--- config.mk ---
export PLATFORM = sky130hd
export DESIGN_NAME = rxa_receiver
export DESIGN_NICKNAME = d
export VERILOG_FILES = /design/src/rtl/rxa_pkg.sv /design/src/rtl/rxa_sync.sv /design/src/rtl/rxa_deserializer.sv /design/src/rtl/rxa_buffer.sv /design/src/rtl/rxa_receiver.sv
export SDC_FILE = /design/constraint.sdc
export NUM_CORES = 1
export LEC_CHECK = 0
export BUFFER_PORTS_ARGS = -buffer_cell sky130_fd_sc_hd__buf_2
export CORE_MARGIN = 4
export CORE_UTILIZATION = 54
export DETAILED_ROUTE_END_ITERATION = 7
export HOLD_SLACK_MARGIN = 0.1
export PLACE_DENSITY = 0.75
export SLEW_MARGIN = 20
export SYNTH_ARGS = -nofsm -noshare
export SYNTH_HDL_FRONTEND = slang
export SYNTH_SLANG_ARGS = --single-unit
export TNS_END_PERCENT = 50
--- constraint.sdc ---
create_clock -name clk -period 1.94 [get_ports clk]
set_input_delay 0.388 -clock clk [delete_from_list [all_inputs] [get_ports clk]]
set_output_delay 0.388 -clock clk [all_outputs]
set_load 0.05 [all_outputs]
--- src/rtl/rxa_pkg.sv ---
// Shared definitions for the addressable serial receiver.
// Assumes a fixed data byte width; the ninth bit is carried separately.
package rxa_pkg;
    parameter int RXA_DATA_W = 8;

    // One buffered character with its ninth bit and framing status.
    typedef struct packed {
        logic [RXA_DATA_W-1:0] data;
        logic                  bit8;
        logic                  ferr;
    } rxa_entry_t;

    // Receive state machine states.
    typedef enum logic [1:0] {
        ST_IDLE  = 2'd0,
        ST_START = 2'd1,
        ST_DATA  = 2'd2,
        ST_STOP  = 2'd3
    } rxa_state_t;
endpackage

--- src/rtl/rxa_sync.sv ---
// Two-flop synchronizer for the asynchronous serial input.
// Assumes the line idles high, so both flops reset to 1.
module rxa_sync (
    input  logic clk,
    input  logic rst_n,
    input  logic din,
    output logic dout
);
    logic meta_q;

    // Moves the input through two flops to settle metastability.
    always_ff @(posedge clk) begin
        if (!rst_n) begin
            meta_q <= 1'b1;
            dout   <= 1'b1;
        end else begin
            meta_q <= din;
            dout   <= meta_q;
        end
    end
endmodule

--- src/rtl/rxa_deserializer.sv ---
// Bit-level receive engine. It finds a falling edge on sample ticks,
// confirms the start bit at mid-bit, samples each later bit at its
// centre, and pulses char_done with the assembled character when the
// stop bit is sampled. Assumes tick comes at OVERSAMPLE times the bit rate.
module rxa_deserializer
    import rxa_pkg::*;
#(
    parameter int OVERSAMPLE = 16
) (
    input  logic       clk,
    input  logic       rst_n,
    input  logic       tick,
    input  logic       rx_s,
    input  logic       run,
    input  logic       nine_bit,
    output logic       char_done,
    output rxa_entry_t char_out
);
    localparam int CNT_W    = $clog2(OVERSAMPLE);
    localparam int BIT_W    = $clog2(RXA_DATA_W + 2);
    localparam int SHR_W    = RXA_DATA_W + 1;
    localparam logic [CNT_W-1:0] MID_CNT  = CNT_W'(OVERSAMPLE / 2 - 1);
    localparam logic [CNT_W-1:0] LAST_CNT = CNT_W'(OVERSAMPLE - 1);

    rxa_state_t        state;
    logic [CNT_W-1:0]  cnt;
    logic [BIT_W-1:0]  bidx;
    logic [BIT_W-1:0]  last_idx;
    logic [SHR_W-1:0]  shreg;
    logic              prev_s;

    // Index of the final data bit for the selected character length.
    always_comb begin
        last_idx = nine_bit ? BIT_W'(RXA_DATA_W) : BIT_W'(RXA_DATA_W - 1);
    end

    // Steps the frame state machine on each sample tick.
    always_ff @(posedge clk) begin
        if (!rst_n) begin
            state     <= ST_IDLE;
            cnt       <= '0;
            bidx      <= '0;
            shreg     <= '0;
            prev_s    <= 1'b1;
            char_done <= 1'b0;
            char_out  <= '0;
        end else begin
            char_done <= 1'b0;
            if (!run) begin
                state  <= ST_IDLE;
                prev_s <= rx_s;
            end else if (tick) begin
                case (state)
                    ST_IDLE: begin
                        prev_s <= rx_s;
                        if (prev_s && !rx_s) begin
                            state <= ST_START;
                            cnt   <= '0;
                        end
                    end
                    ST_START: begin
                        if (cnt == MID_CNT) begin
                            cnt  <= '0;
                            bidx <= '0;
                            state <= rx_s ? ST_IDLE : ST_DATA;
                        end else begin
                            cnt <= cnt + 1'b1;
                        end
                    end
                    ST_DATA: begin
                        if (cnt == LAST_CNT) begin
                            cnt   <= '0;
                            shreg <= {rx_s, shreg[SHR_W-1:1]};
                            if (bidx == last_idx) state <= ST_STOP;
                            else                  bidx  <= bidx + 1'b1;
                        end else begin
                            cnt <= cnt + 1'b1;
                        end
                    end
                    default: begin
                        if (cnt == LAST_CNT) begin
                            cnt       <= '0;
                            state     <= ST_IDLE;
                            prev_s    <= rx_s;
                            char_done <= 1'b1;
                            char_out.ferr <= !rx_s;
                            if (nine_bit) begin
                                char_out.data <= shreg[RXA_DATA_W-1:0];
                                char_out.bit8 <= shreg[SHR_W-1];
                            end else begin
                                char_out.data <= shreg[SHR_W-1:1];
                                char_out.bit8 <= 1'b0;
                            end
                        end else begin
                            cnt <= cnt + 1'b1;
                        end
                    end
                endcase
            end
        end
    end
endmodule

--- src/rtl/rxa_buffer.sv ---
// Small first-in first-out store for received characters. The head
// entry is always visible. A pop on an empty store is ignored. A push
// is taken only when can_accept is high, which includes a full store
// that is popped in the same cycle.
module rxa_buffer
    import rxa_pkg::*;
#(
    parameter int DEPTH = 2
) (
    input  logic       clk,
    input  logic       rst_n,
    input  logic       push,
    input  rxa_entry_t push_entry,
    input  logic       pop,
    output logic       can_accept,
    output logic       not_empty,
    output rxa_entry_t head
);
    localparam int PTR_W = (DEPTH > 1) ? $clog2(DEPTH) : 1;
    localparam int CNT_W = $clog2(DEPTH + 1);
    localparam logic [PTR_W-1:0] PTR_LAST = PTR_W'(DEPTH - 1);
    localparam logic [CNT_W-1:0] CNT_FULL = CNT_W'(DEPTH);

    rxa_entry_t        slots [DEPTH];
    logic [PTR_W-1:0]  wr_ptr, rd_ptr;
    logic [CNT_W-1:0]  count;
    logic              do_pop, do_push;

    // Works out which operations take effect this cycle.
    always_comb begin
        not_empty  = (count != '0);
        do_pop     = pop && not_empty;
        can_accept = (count != CNT_FULL) || do_pop;
        do_push    = push && can_accept;
        head       = slots[rd_ptr];
    end

    // Writes the slots; each slot is a plain register.
    for (genvar g = 0; g < DEPTH; g++) begin : g_slot
        always_ff @(posedge clk) begin
            if (!rst_n)                              slots[g] <= '0;
            else if (do_push && wr_ptr == PTR_W'(g)) slots[g] <= push_entry;
        end
    end

    // Moves the pointers and the occupancy count.
    always_ff @(posedge clk) begin
        if (!rst_n) begin
            wr_ptr <= '0;
            rd_ptr <= '0;
            count  <= '0;
        end else begin
            if (do_push) wr_ptr <= (wr_ptr == PTR_LAST) ? '0 : wr_ptr + 1'b1;
            if (do_pop)  rd_ptr <= (rd_ptr == PTR_LAST) ? '0 : rd_ptr + 1'b1;
            if (do_push && !do_pop)      count <= count + 1'b1;
            else if (do_pop && !do_push) count <= count - 1'b1;
        end
    end
endmodule

--- src/rtl/rxa_receiver.sv ---
// Top of the addressable asynchronous receiver. It connects the
// synchronizer, the bit engine and the two-entry buffer, applies the
// address filter and keeps the sticky overrun flag. Assumes sample_tick
// comes from an external generator at OVERSAMPLE times the bit rate.
module rxa_receiver
    import rxa_pkg::*;
#(
    parameter int OVERSAMPLE = 16,
    parameter int BUF_DEPTH  = 2
) (
    input  logic                  clk,
    input  logic                  rst_n,
    input  logic                  sample_tick,
    input  logic                  rx_serial,
    input  logic                  rx_enable,
    input  logic                  nine_bit_mode,
    input  logic                  addr_detect_en,
    input  logic                  read_strobe,
    output logic [RXA_DATA_W-1:0] rx_data,
    output logic                  rx_bit8,
    output logic                  rx_frame_err,
    output logic                  rx_avail,
    output logic                  overrun
);
    logic       rx_s;
    logic       char_done;
    rxa_entry_t char_q;
    rxa_entry_t head;
    logic       keep_char;
    logic       store_req;
    logic       can_accept;
    logic       ovr_q;

    rxa_sync u_sync (
        .clk   (clk),
        .rst_n (rst_n),
        .din   (rx_serial),
        .dout  (rx_s)
    );

    rxa_deserializer #(.OVERSAMPLE(OVERSAMPLE)) u_deser (
        .clk       (clk),
        .rst_n     (rst_n),
        .tick      (sample_tick),
        .rx_s      (rx_s),
        .run       (rx_enable && !ovr_q),
        .nine_bit  (nine_bit_mode),
        .char_done (char_done),
        .char_out  (char_q)
    );

    // Address filter: drop non-address characters in 9-bit address mode.
    always_comb begin
        keep_char = !(nine_bit_mode && addr_detect_en && !char_q.bit8);
        store_req = char_done && keep_char;
    end

    rxa_buffer #(.DEPTH(BUF_DEPTH)) u_buf (
        .clk        (clk),
        .rst_n      (rst_n),
        .push       (store_req),
        .push_entry (char_q),
        .pop        (read_strobe),
        .can_accept (can_accept),
        .not_empty  (rx_avail),
        .head       (head)
    );

    // Sticky overrun: set on a refused store, cleared by dropping enable.
    always_ff @(posedge clk) begin
        if (!rst_n)                       ovr_q <= 1'b0;
        else if (!rx_enable)              ovr_q <= 1'b0;
        else if (store_req && !can_accept) ovr_q <= 1'b1;
    end

    // Presents the head entry and the flag on the ports.
    always_comb begin
        rx_data      = head.data;
        rx_bit8      = head.bit8;
        rx_frame_err = head.ferr;
        overrun      = ovr_q;
    end
endmodule

### Word-level counts from Yosys, hierarchy flattened

Memories as Yosys holds them, arrays and structs flattened. A register that Yosys moved wholly into a read port is not among the register bits.
Cells that the tools add are included.

* reduce and logical (&&, ||, !) cells: 36
* add/subtract/negate cells: 6
* bitwise operators: 7
* equality and inequality tests: 14
* multiplexer cells: 37

Operators with widths (number)
* $mux W4: 7
* $mux W10: 2
* $mux W2: 8
* $pmux W4 S2: 2
* $mux W1: 15
* $logic_and A1 B1 Y1: 12
* $reduce_and A6 Y1: 2
* $mux W9: 1
* $add A4 B1 Y4 const B: 2
* $ne A2 B1 Y1 const B: 4
* $ne A2 B2 Y1 const B: 4
* $reduce_and A4 Y1: 2
* $logic_not A1 Y1: 7
* $pmux W2 S3: 1
* $reduce_and A3 Y1: 2
* $reduce_bool A2 Y1: 3
* $reduce_or A6 Y1: 1
* $not A1 Y1: 5
* $eq A4 B3 Y1 const B: 1
* $eq A4 B4 Y1: 1
* $eq A4 B4 Y1 const B: 1
* $reduce_and A2 Y1: 2
* $ne A3 B3 Y1 const B: 1
* $reduce_bool A3 Y1: 1
* 11 further kinds: 13

* memories kept: 1
* RAM bits: 20
* logic and storage cells: 116
* output and inout bits: 12
* bits of input ports: 8
* bits in registers: 38

Memories
* u_buf.slots: depth 2, width 10, read ports 1, clocked after Yosys merged registers in 1, wr ports 2, RTL line rxa_buffer.sv:24 `rxa_entry_t slots [DEPTH];`

### Depth between registers and ports, before layout

Gate-level depths: netlist (run 1).

* depth after elaboration: 10
* gate-level depth with buffers: 7
* depth with buffers taken out: 7

### Modules after synthesis

Synthesis (run 1) repeated with hierarchy kept, for this count alone.

* cells, all modules: 266
* area total of the unflattened synthesis: 2755.1 µm²

Modules (own cells, without submodules)
* rxa_deserializer: cells an instance 174, sequential area each 620.6 µm², times used 1, area each 1536.5 µm²
* rxa_buffer: cells an instance 81, sequential area each 700.7 µm², times used 1, area each 1106.1 µm²
* rxa_receiver: cells an instance 7, sequential area each 20.0 µm², times used 1, area each 60.1 µm²
* rxa_sync: cells an instance 4, sequential area each 40.0 µm², times used 1, area each 52.6 µm²

### Least setup slack after synthesis (run 1)

OpenSTA, ideal clock, no wires.

* path type: input to register
* start: input port addr_detect_en
* end: memory u_buf.slots[0][0] (netlist name) (enable)
* arrival time: 1.655 ns
* library setup time: 0.391 ns
* setup slack: -0.106 ns
* required time: 1.549 ns
* buffers on the path: 0
* stages on the path: 4
* cells stage by stage: and3b_1 > nor3_2 > inv_1 > o21ai_0

RTL lines
* start: declaration: RTL line rxa_receiver.sv:17 `input logic addr_detect_en,`
* end: declaration: RTL line rxa_buffer.sv:24

### Worst setup path after layout (run 1)

* start: register u_deser.state[0]
* end: register u_deser.state[0]

* longest elaborated chain between the ends: 3
* elaborated cells on any way between the ends: 10
* those cells by class: eq/ne: 6; mux: 1; reduce/logical: 3

RTL lines
* start: declaration: RTL line rxa_deserializer.sv:25 `rxa_state_t state;`
* start signal: assignment: RTL line rxa_deserializer.sv:65 `state <= rx_s ? ST_IDLE : ST_DATA;`
* $eq A2 B2 Y1 (tied with other cells): RTL line rxa_deserializer.sv:53 `case (state)`
* $ne A2 B1 Y1 (no source line) or $reduce_bool A3 Y1 (tied branches)
* $reduce_and A6 Y1 (no source line)

Several ways; a longest one is shown, not always the timed one.
A chain may end at the register's enable or synchronous reset.

==> flow_metrics.tcl, run 1 <==
set metrics [dict create \
    start_kind "flip-flop" \
    synth_warnings 0 \
    start_util_pct 55.50 \
    dp_cells 347 \
    antenna-diode-count 0 \
    dpl_cell_area_mm2 0.002984 \
    via_count 1857 \
    yosys_most_used_dff "dfxtp_1" \
    finalInstanceArea_mm2 0.003216 \
    vdd_drop_max_mv 0.5368 \
    final_cell_mix "dfxtp_1, and2_1, nand2_1" \
    hpwl_um 3283 \
    drt_wl_total_um 4657 \
    num_rows 26 \
    antenna_found_initial 0 \
    h-tree-depth 3 \
    path_class "reg2reg" \
    synth_edf_count 20 \
    cts_buffers 9 \
    dieArea_mm2 0.006435 \
    core-area_mm2 0.005075 \
    syn_inst 262 \
    period_share_pct 94.67 \
    drtPass1Iterations 4 \
    synth_seq_area_share_pct 49.04 \
    finalHoldViolations 0 \
    grt_pass1_vias 1835 \
    grt_pass1_wl_um 8204 \
    finClkSkew_ns 0.008639 \
    avgViaCountPerCell 5.088 \
    port_buffers 19 \
    hold_class "in2reg" \
    tritoncts "built" \
    drive_above_1_share_pct 23.39 \
    ys_async_sr_fraction_pct 0 \
    clkSinkCount 59 \
    clk_path_buf_depth 2 \
    clk_pin_slew_ns 0.06 \
    post_drt_wl_per_cell_um 12.76 \
    antenna_left 0 \
    syn_to_final_growth_pct 14.17 \
    track_usage_pct 16.68 \
    netlist_area_mm2 0.002816 \
    clock-root-buffer "clkbuf_8" \
    pin_count 20 \
    overflow 0 \
    maxSlewHeadroom_pct 71.54 \
    grt_max_degree 21 \
    leakagePower_nw 1.426 \
    maxSlewViolCount 0 \
    crit_arrival_ns 2.11 \
    ys_seq_elements 59 \
    post-route-min-period_ns 1.837 \
    final_nets 305 \
    postCtsHoldBufs 0 \
    ys_top_cells_by_area "dfxtp_1, edfxtp_1, mux2i_1, and2_1, mux2_2" \
    synth.distinct_cells 48 \
    power.density_mw_per_mm2 860.7 \
    status "complete, no violations" \
    synth_nets 277 \
    die_width_um 80.22 \
    gp_congestion 0.8513 \
    tightest_slew_ns 0.4269 \
    synth_top_area_share_pct 27.72 \
    die_height_um 80.22 \
    endpoint_kind "flip-flop" \
    clock.fmax_mhz 544.5 \
    path_max_fanout 5 \
    worstPathRequired_ns 2.21 \
    drv_cap 0 \
    drt-initial-drc-count 47 \
    layout_commonest_cell "dfxtp_1" \
    avgSynthCellArea_um2 10.75 \
    finalNonFillerCells 365 \
    clock_latency_ns 0.33 \
    drcViolationCount 0 \
    setup_viol 0 \
    synth_top_cell_by_area "dfxtp_1" \
]
final timing paths:
path                    start               end  slack, ns  depth (start not counted)
max          u_deser.state[0]  u_deser.state[0]       0.10                          7
min reg2reg     u_sync.meta_q       u_sync.dout       0.41                          1
min                 rx_serial     u_sync.meta_q       0.24                          2
max reg2reg  u_deser.state[0]  u_deser.state[0]       0.10                          7
area by class of cell:
cell class	count	area, um2
Inverter	7	26.28
Multi-Input combinational cell	185	1348
Fill cell	433	1859
Tap cell	70	87.58
Timing Repair Buffer	28	162.7
Clock inverter	5	77.57
Clock buffer	11	131.4
Sequential cell	59	1383
logic make-up (layout without fill, tap and decap cells):
group           after synthesis  in the layout  synth area share [%]
fa+ha+maj                     7              7                 3.110
xor+xnor                      5              5                 1.555
buf+inv                      18             51                 3.332
compound gates               39             39                 11.06
flops                        59             59                 49.05
mux                          29             29                 10.80
simple gates                105            105                 21.10
per-layer routing:
layer  vias up  track usage (%)  routed length (um)  part of all wire [%]
met3         6            5.045                 167                   3.6
met2        24            27.57                2213                    48
met5         -                0                   0                     0
li1        974                -                   -                     -
met4         0            7.939                  66                   1.4
met1       853            19.67                2209                    47
power by group:
part           switching [W]  internal [W]  leakage (nW)
Combinational       0.000167     0.0000923         0.815
Sequential         0.0000227       0.00131         0.508
Clock               0.000458      0.000719         0.103
critical path, stage by stage (launching register included):
cell and delay (ns):
dfxtp_1 0.38, inv_1 0.10, ha_1 0.25, inv_1 0.15, o221ai_1 0.16, nor3_2 0.32
mux2_1 0.35, nor2_1 0.07
through the flow:
| stage | setup slack (ns) | util, % | hold slack, ns | total power (W) | TNS, ns |
|---|---|---|---|---|---|
| floorplan | 0.1601 | - | 0.3863 | 0.001566 | 0 |
| global placement | 0.1564 | 58.80 | 0.3937 | 0.001611 | 0 |
| detailed placement | 0.07321 | 58.80 | 0.3971 | 0.001616 | 0 |
| CTS | 0.06881 | 62.94 | 0.2221 | 0.002798 | 0 |
| global route | -0.02662 | 63.36 | 0.2403 | 0.002877 | -0.02662 |
| finish | 0.1033 | 63.36 | 0.2392 | 0.002768 | 0 |
repair_timing:
action | in CTS | in global routing
pin swaps | 0 | 1
endpoints found under the setup margin | 1 | 2
setup buffers | 0 | 2
cloned | 0 | 0
gates resized for setup | 1 | 4
sequential cells by signal, indices dropped and copies added, names as in the netlist, 2 cells and up, named ones only:
| name | count |
|---|---|
| u_buf.count | 2 |
| u_buf.slots | 20 |
| u_deser.bidx | 4 |
| u_deser.char_out | 10 |
| u_deser.cnt | 4 |
| u_deser.shreg | 9 |
| u_deser.state | 2 |
cell usage after synthesis (3+ instances only):
cell type,number
a21boi_0,3
a21boi_1,4
a21oi_1,4
and2_1,27
and3_1,4
and3b_1,3
buf_2,3
buf_6,3
clkbuf_1,5
dfxtp_1,39
edfxtp_1,20
ha_1,7
inv_1,7
mux2_2,10
mux2i_1,18
nand2_1,26
nand2b_1,3
nand3_1,6
nor2_1,9
nor2b_1,11
o211a_1,8
o21ai_0,7
xor2_1,3
Power figures use the tool's default switching activity.
==> run 2, diff against run 1 <==
ABC_AREA = 1   (was not set)
CELL_PAD_IN_SITES_DETAIL_PLACEMENT = 0   (was not set)
CELL_PAD_IN_SITES_GLOBAL_PLACEMENT = 1   (was not set)
CORE_UTILIZATION = 41   (was 54)
==> flow_metrics.tcl, run 2 <==
set metrics [dict create \
    status "complete, no violations" \
    yosys_most_used_dff "dfxtp_1" \
    ys_seq_elements 59 \
    critPathMaxStageDelay_ns 0.45 \
    synth_top_area_share_pct 28.16 \
    tightest_slew_ns 0.4007 \
    synth_top_cell_by_area "dfxtp_1" \
    layout_commonest_cell "nand2_1" \
    path_class "reg2out" \
    finalHoldViolations 0 \
    synth_seq_area_share_pct 49.82 \
    die_height_um 90.24 \
    setup_viol 0 \
    synth_warnings 0 \
    grt_pass1_vias 1920 \
    leakagePower_nw 1.262 \
    path_max_fanout 10 \
    p_int_w 0.002104 \
    clock.fmax_mhz 573.4 \
    start_util_pct 42.93 \
    drtPass1Iterations 4 \
    top_regs "u_buf.slots (20), u_deser.char_out (10), u_deser.shreg (9)" \
    ys_top_cells_by_area "dfxtp_1, edfxtp_1, nand2_1, a21oi_1, o21ai_0" \
    drt_wl_total_um 4815 \
    tns_ns 0 \
    final_cell_mix "nand2_1, nor2_1, dfxtp_1" \
    clock_latency_ns 0.33 \
    top_register "u_buf.slots" \
    crit_arrival_ns 1.36 \
    grt_pass1_wl_um 8556 \
    avgViaCountPerCell 4.828 \
    worstPathRequired_ns 1.55 \
    critical-path-top-delay-family "flip-flops" \
    p_clk_share_pct 43.2 \
    drt-initial-drc-count 66 \
    switching_share_pct 24.68 \
    post_drt_wl_per_cell_um 11.36 \
    antenna_found_initial 0 \
    maxSlewViolCount 0 \
    rsz0062_at_grt "no" \
    final_nets 357 \
    min_from "rx_serial" \
    period_share_pct 89.90 \
    core-area_mm2 0.006459 \
    yosysMostFrequentCell "nand2_1" \
    vdd_drop_max_mv 0.3510 \
    antenna-diode-count 0 \
    combPwrFrac_pct 9.3 \
    cpMaxStageDelayCell "dfxtp_2" \
    drive_above_1_share_pct 21.04 \
    syn_to_final_growth_pct 13.94 \
    post-route-min-period_ns 1.744 \
    track_usage_pct 12.77 \
    avgSynthCellArea_um2 8.747 \
    h-tree-depth 3 \
    finClkSkew_ns 0.005525 \
    port_buffers 19 \
    grt_max_degree 27 \
    finalCoreUtilization_pct 48.92 \
    synth.distinct_cells 30 \
    dpl_cell_area_mm2 0.002942 \
    synth_edf_count 20 \
    overflow 0 \
    die_width_um 90.24 \
    hpwl_um 3515 \
    drv_cap 0 \
    clkSinkCount 59 \
    finalInstanceArea_mm2 0.003159 \
    yosys-top-cells-count "nand2_1, dfxtp_1, nor2_1" \
    clock-root-buffer "clkbuf_8" \
    hold_class "in2reg" \
    tritoncts "built" \
    gp_congestion 0.7914 \
    p_switching_w 0.0006894 \
    antenna_left 0 \
    pwr-share-seq_pct 47.5 \
    ys_async_sr_fraction_pct 0 \
    total_power_w 0.002794 \
    power.density_mw_per_mm2 884.3 \
    maxSlewHeadroom_pct 73.29 \
    num_rows 29 \
    timing.critical_path.buf_inv 1 \
    start_kind "flip-flop" \
    dieArea_mm2 0.008142 \
    clk_path_buf_depth 2 \
    via_count 2047 \
    synth_nets 332 \
    netlist_area_mm2 0.002773 \
    drcViolationCount 0 \
    clk_pin_slew_ns 0.07 \
    path_cells "mux2_2 > buf_2" \
    pin_count 20 \
    r2r_start "u_deser.state[0]" \
    cts_buffers 9 \
    syn_inst 317 \
    endpoint_kind "output port" \
    largest_reg_flops 20 \
]
## run 2: layout make-up
cell class | count | area [um2]
multi-input combinational | 211 | 1192
fill | 649 | 3299
sequential | 59 | 1383
inverter | 37 | 138.9
clock inverter | 7 | 92.59
timing repair buffer | 24 | 132.6
tap | 77 | 96.34
clock buffer | 9 | 123.9
## run 2: worst paths after layout
check / slack [ns] / to / cells past startpoint
setup / recovery: 0.20 / rx_data[1] / 2
hold / removal: 0.25 / u_sync.meta_q / 2
setup reg to reg: 0.41 / u_deser.state[0] / 8
hold reg to reg: 0.42 / u_sync.dout / 1
## run 2: what timing repair did
action	in CTS	in global routing
resized for setup	0	1
setup endpoints to repair	0	10
hold buffers	0	0
setup buffers	0	0
## run 2: power groups by stage
stage               Sequential (W)  Clock, W  Combinational [W]
floorplan                  0.00134         0           0.000219
global placement           0.00135         0           0.000262
detailed placement         0.00135         0           0.000263
CTS                        0.00133   0.00124           0.000265
global route               0.00133   0.00130           0.000286
finish                     0.00133   0.00121           0.000260
## run 2: per-stage QoR
| step | hold WS [ns] | std cells | setup WS, ns |
|---|---|---|---|
| after floorplan | 0.3925 | 317 | 0.1841 |
| after global placement | 0.3990 | 408 | 0.2702 |
| after detailed placement | 0.4157 | 408 | 0.2459 |
| after CTS | 0.2292 | 424 | 0.01447 |
| after global routing | 0.2378 | 424 | 0.09441 |
| final | 0.2452 | 424 | 0.1959 |
## run 2: logic make-up after synthesis
kind of cell / after synthesis / share of synthesized area, %
AND/OR/NAND/NOR: 125 / 22.20
AO/OA/AOI/OAI: 67 / 12.95
flip-flops: 59 / 49.82
buffers and inverters: 47 / 7.175
multiplexers: 10 / 4.061
adder cells (fa/ha/maj): 7 / 3.159
XOR/XNOR: 2 / 0.6319
## run 2: routing by layer
| layer | up-vias | GRT usage (%) | wire (um) |
|---|---|---|---|
| met5 | - | 0 | 0 |
| met4 | 0 | 6.122 | 72 |
| met3 | 7 | 4.174 | 157 |
| met2 | 26 | 19.91 | 2337 |
| met1 | 918 | 15.94 | 2248 |
| li1 | 1096 | - | - |
==> run 3, diff against run 2 <==
CORE_UTILIZATION = 49   (was 41)
PLACE_DENSITY = 0.84   (was 0.75)
clock period = 2.1 ns   (was 1.94 ns; I/O delays follow)
==> flow_metrics.tcl, run 3 (synthesis gave the netlist of run 2 again) <==
set metrics [dict create \
    largest_reg_flops 20 \
    cpMaxStageDelayCell "dfxtp_1" \
    num_rows 27 \
    die_width_um 83.22 \
    critPathMaxStageDelay_ns 0.56 \
    worstPathRequired_ns 1.68 \
    start_util_pct 50.35 \
    pin_count 20 \
    port_buffers 19 \
    finClkSkew_ns 0.007461 \
    dieArea_mm2 0.006926 \
    finalHoldViolations 0 \
    antenna_found_initial 0 \
    status "complete, no violations" \
    cts_buffers 9 \
    dpl_cell_area_mm2 0.002935 \
    h-tree-depth 3 \
    maxSlewHeadroom_pct 73.15 \
    start_kind "flip-flop" \
    period_share_pct 90.45 \
    tritoncts "built" \
    leakagePower_nw 1.257 \
    postCtsHoldBufs 0 \
    final_nets 357 \
    rsz0062_at_grt "no" \
    antenna_left 0 \
    cts.repair.resized 0 \
    r2r_start "u_deser.char_out[1]" \
    grt_pass1_wl_um 8017 \
    setup_viol 0 \
    clock-root-buffer "clkbuf_8" \
    clkSinkCount 59 \
    post-route-min-period_ns 1.899 \
    finalInstanceArea_mm2 0.003129 \
    path_class "reg2out" \
    drcViolationCount 0 \
    die_height_um 83.22 \
    layout_commonest_cell "nand2_1" \
    gp_congestion 0.8063 \
    drive_above_1_share_pct 20.75 \
    crit_arrival_ns 1.48 \
    min_from "rx_serial" \
    antenna-diode-count 0 \
    vdd_drop_max_mv 0.3910 \
    grt_max_degree 27 \
    via_count 2030 \
    path_cells "mux2_2 > buf_2" \
    core-area_mm2 0.005507 \
    tightest_slew_ns 0.4022 \
    drv_cap 0 \
    syn_to_final_growth_pct 12.86 \
    drt_wl_total_um 4640 \
    cts_setup_buffers 0 \
    drt-initial-drc-count 92 \
    top_register "u_buf.slots" \
    drtPass1Iterations 4 \
    clk_path_buf_depth 2 \
    hpwl_um 3294 \
    clock.fmax_mhz 526.5 \
    grt_pass1_vias 1818 \
    clock_latency_ns 0.33 \
    maxSlewViolCount 0 \
    critical-path-top-delay-family "flip-flops" \
    track_usage_pct 14.18 \
    top_regs "u_buf.slots (20), u_deser.char_out (10), u_deser.shreg (9)" \
    clk_pin_slew_ns 0.06 \
    tns_ns 0 \
    overflow 0 \
    timing.critical_path.buf_inv 1 \
    final_cell_mix "nand2_1, dfxtp_1, nor2_1" \
    avgViaCountPerCell 4.845 \
    power.density_mw_per_mm2 787.4 \
    post_drt_wl_per_cell_um 11.07 \
    path_max_fanout 10 \
    hold_class "in2reg" \
    endpoint_kind "output port" \
]
[run 3: path summary, 6_finish.rpt]
kind / endpoint / slack (ns) / depth (start not counted)
max: rx_frame_err / 0.20 / 2
min: u_sync.meta_q / 0.29 / 2
max reg2reg: u_buf.slots[0][9] / 0.55 / 8
min reg2reg: u_sync.dout / 0.41 / 1
[run 3: metrics by stage]
step	total power (W)	cells	setup slack (ns)	hold WS, ns	utilization (%)
after floorplan	0.001442	317	0.04217	0.3925	-
after global placement	0.001490	403	0.4032	0.3956	53.31
after detailed placement	0.001492	403	0.3776	0.3991	53.31
after CTS	0.002502	419	0.1506	0.2667	56.83
after global routing	0.002565	419	0.07824	0.2924	56.83
final	0.002464	419	0.2005	0.2886	56.83
[run 3: metal layers]
metal	GRT usage [%]	share of wire, %
met4	7.132	1.6
met5	0	0
met1	17.45	48
met2	22.52	47
met3	4.167	3.1
[run 3: report_power, final]
group | leakage, nW | internal, W | switching [W]
clock | 0.0991 | 0.000574 | 0.000425
sequential | 0.520 | 0.00121 | 0.0000189
combinational | 0.639 | 0.0000746 | 0.000166
[run 3: area by class of cell]
class / count / area [um2]
fillers: 506 / 2377
flip-flops and latches: 59 / 1381
multi-input cells: 211 / 1192
clock buffers: 11 / 141.4
inverters: 37 / 138.9
repair buffers: 24 / 132.6
well taps: 72 / 90.09
clock inverters: 5 / 52.55
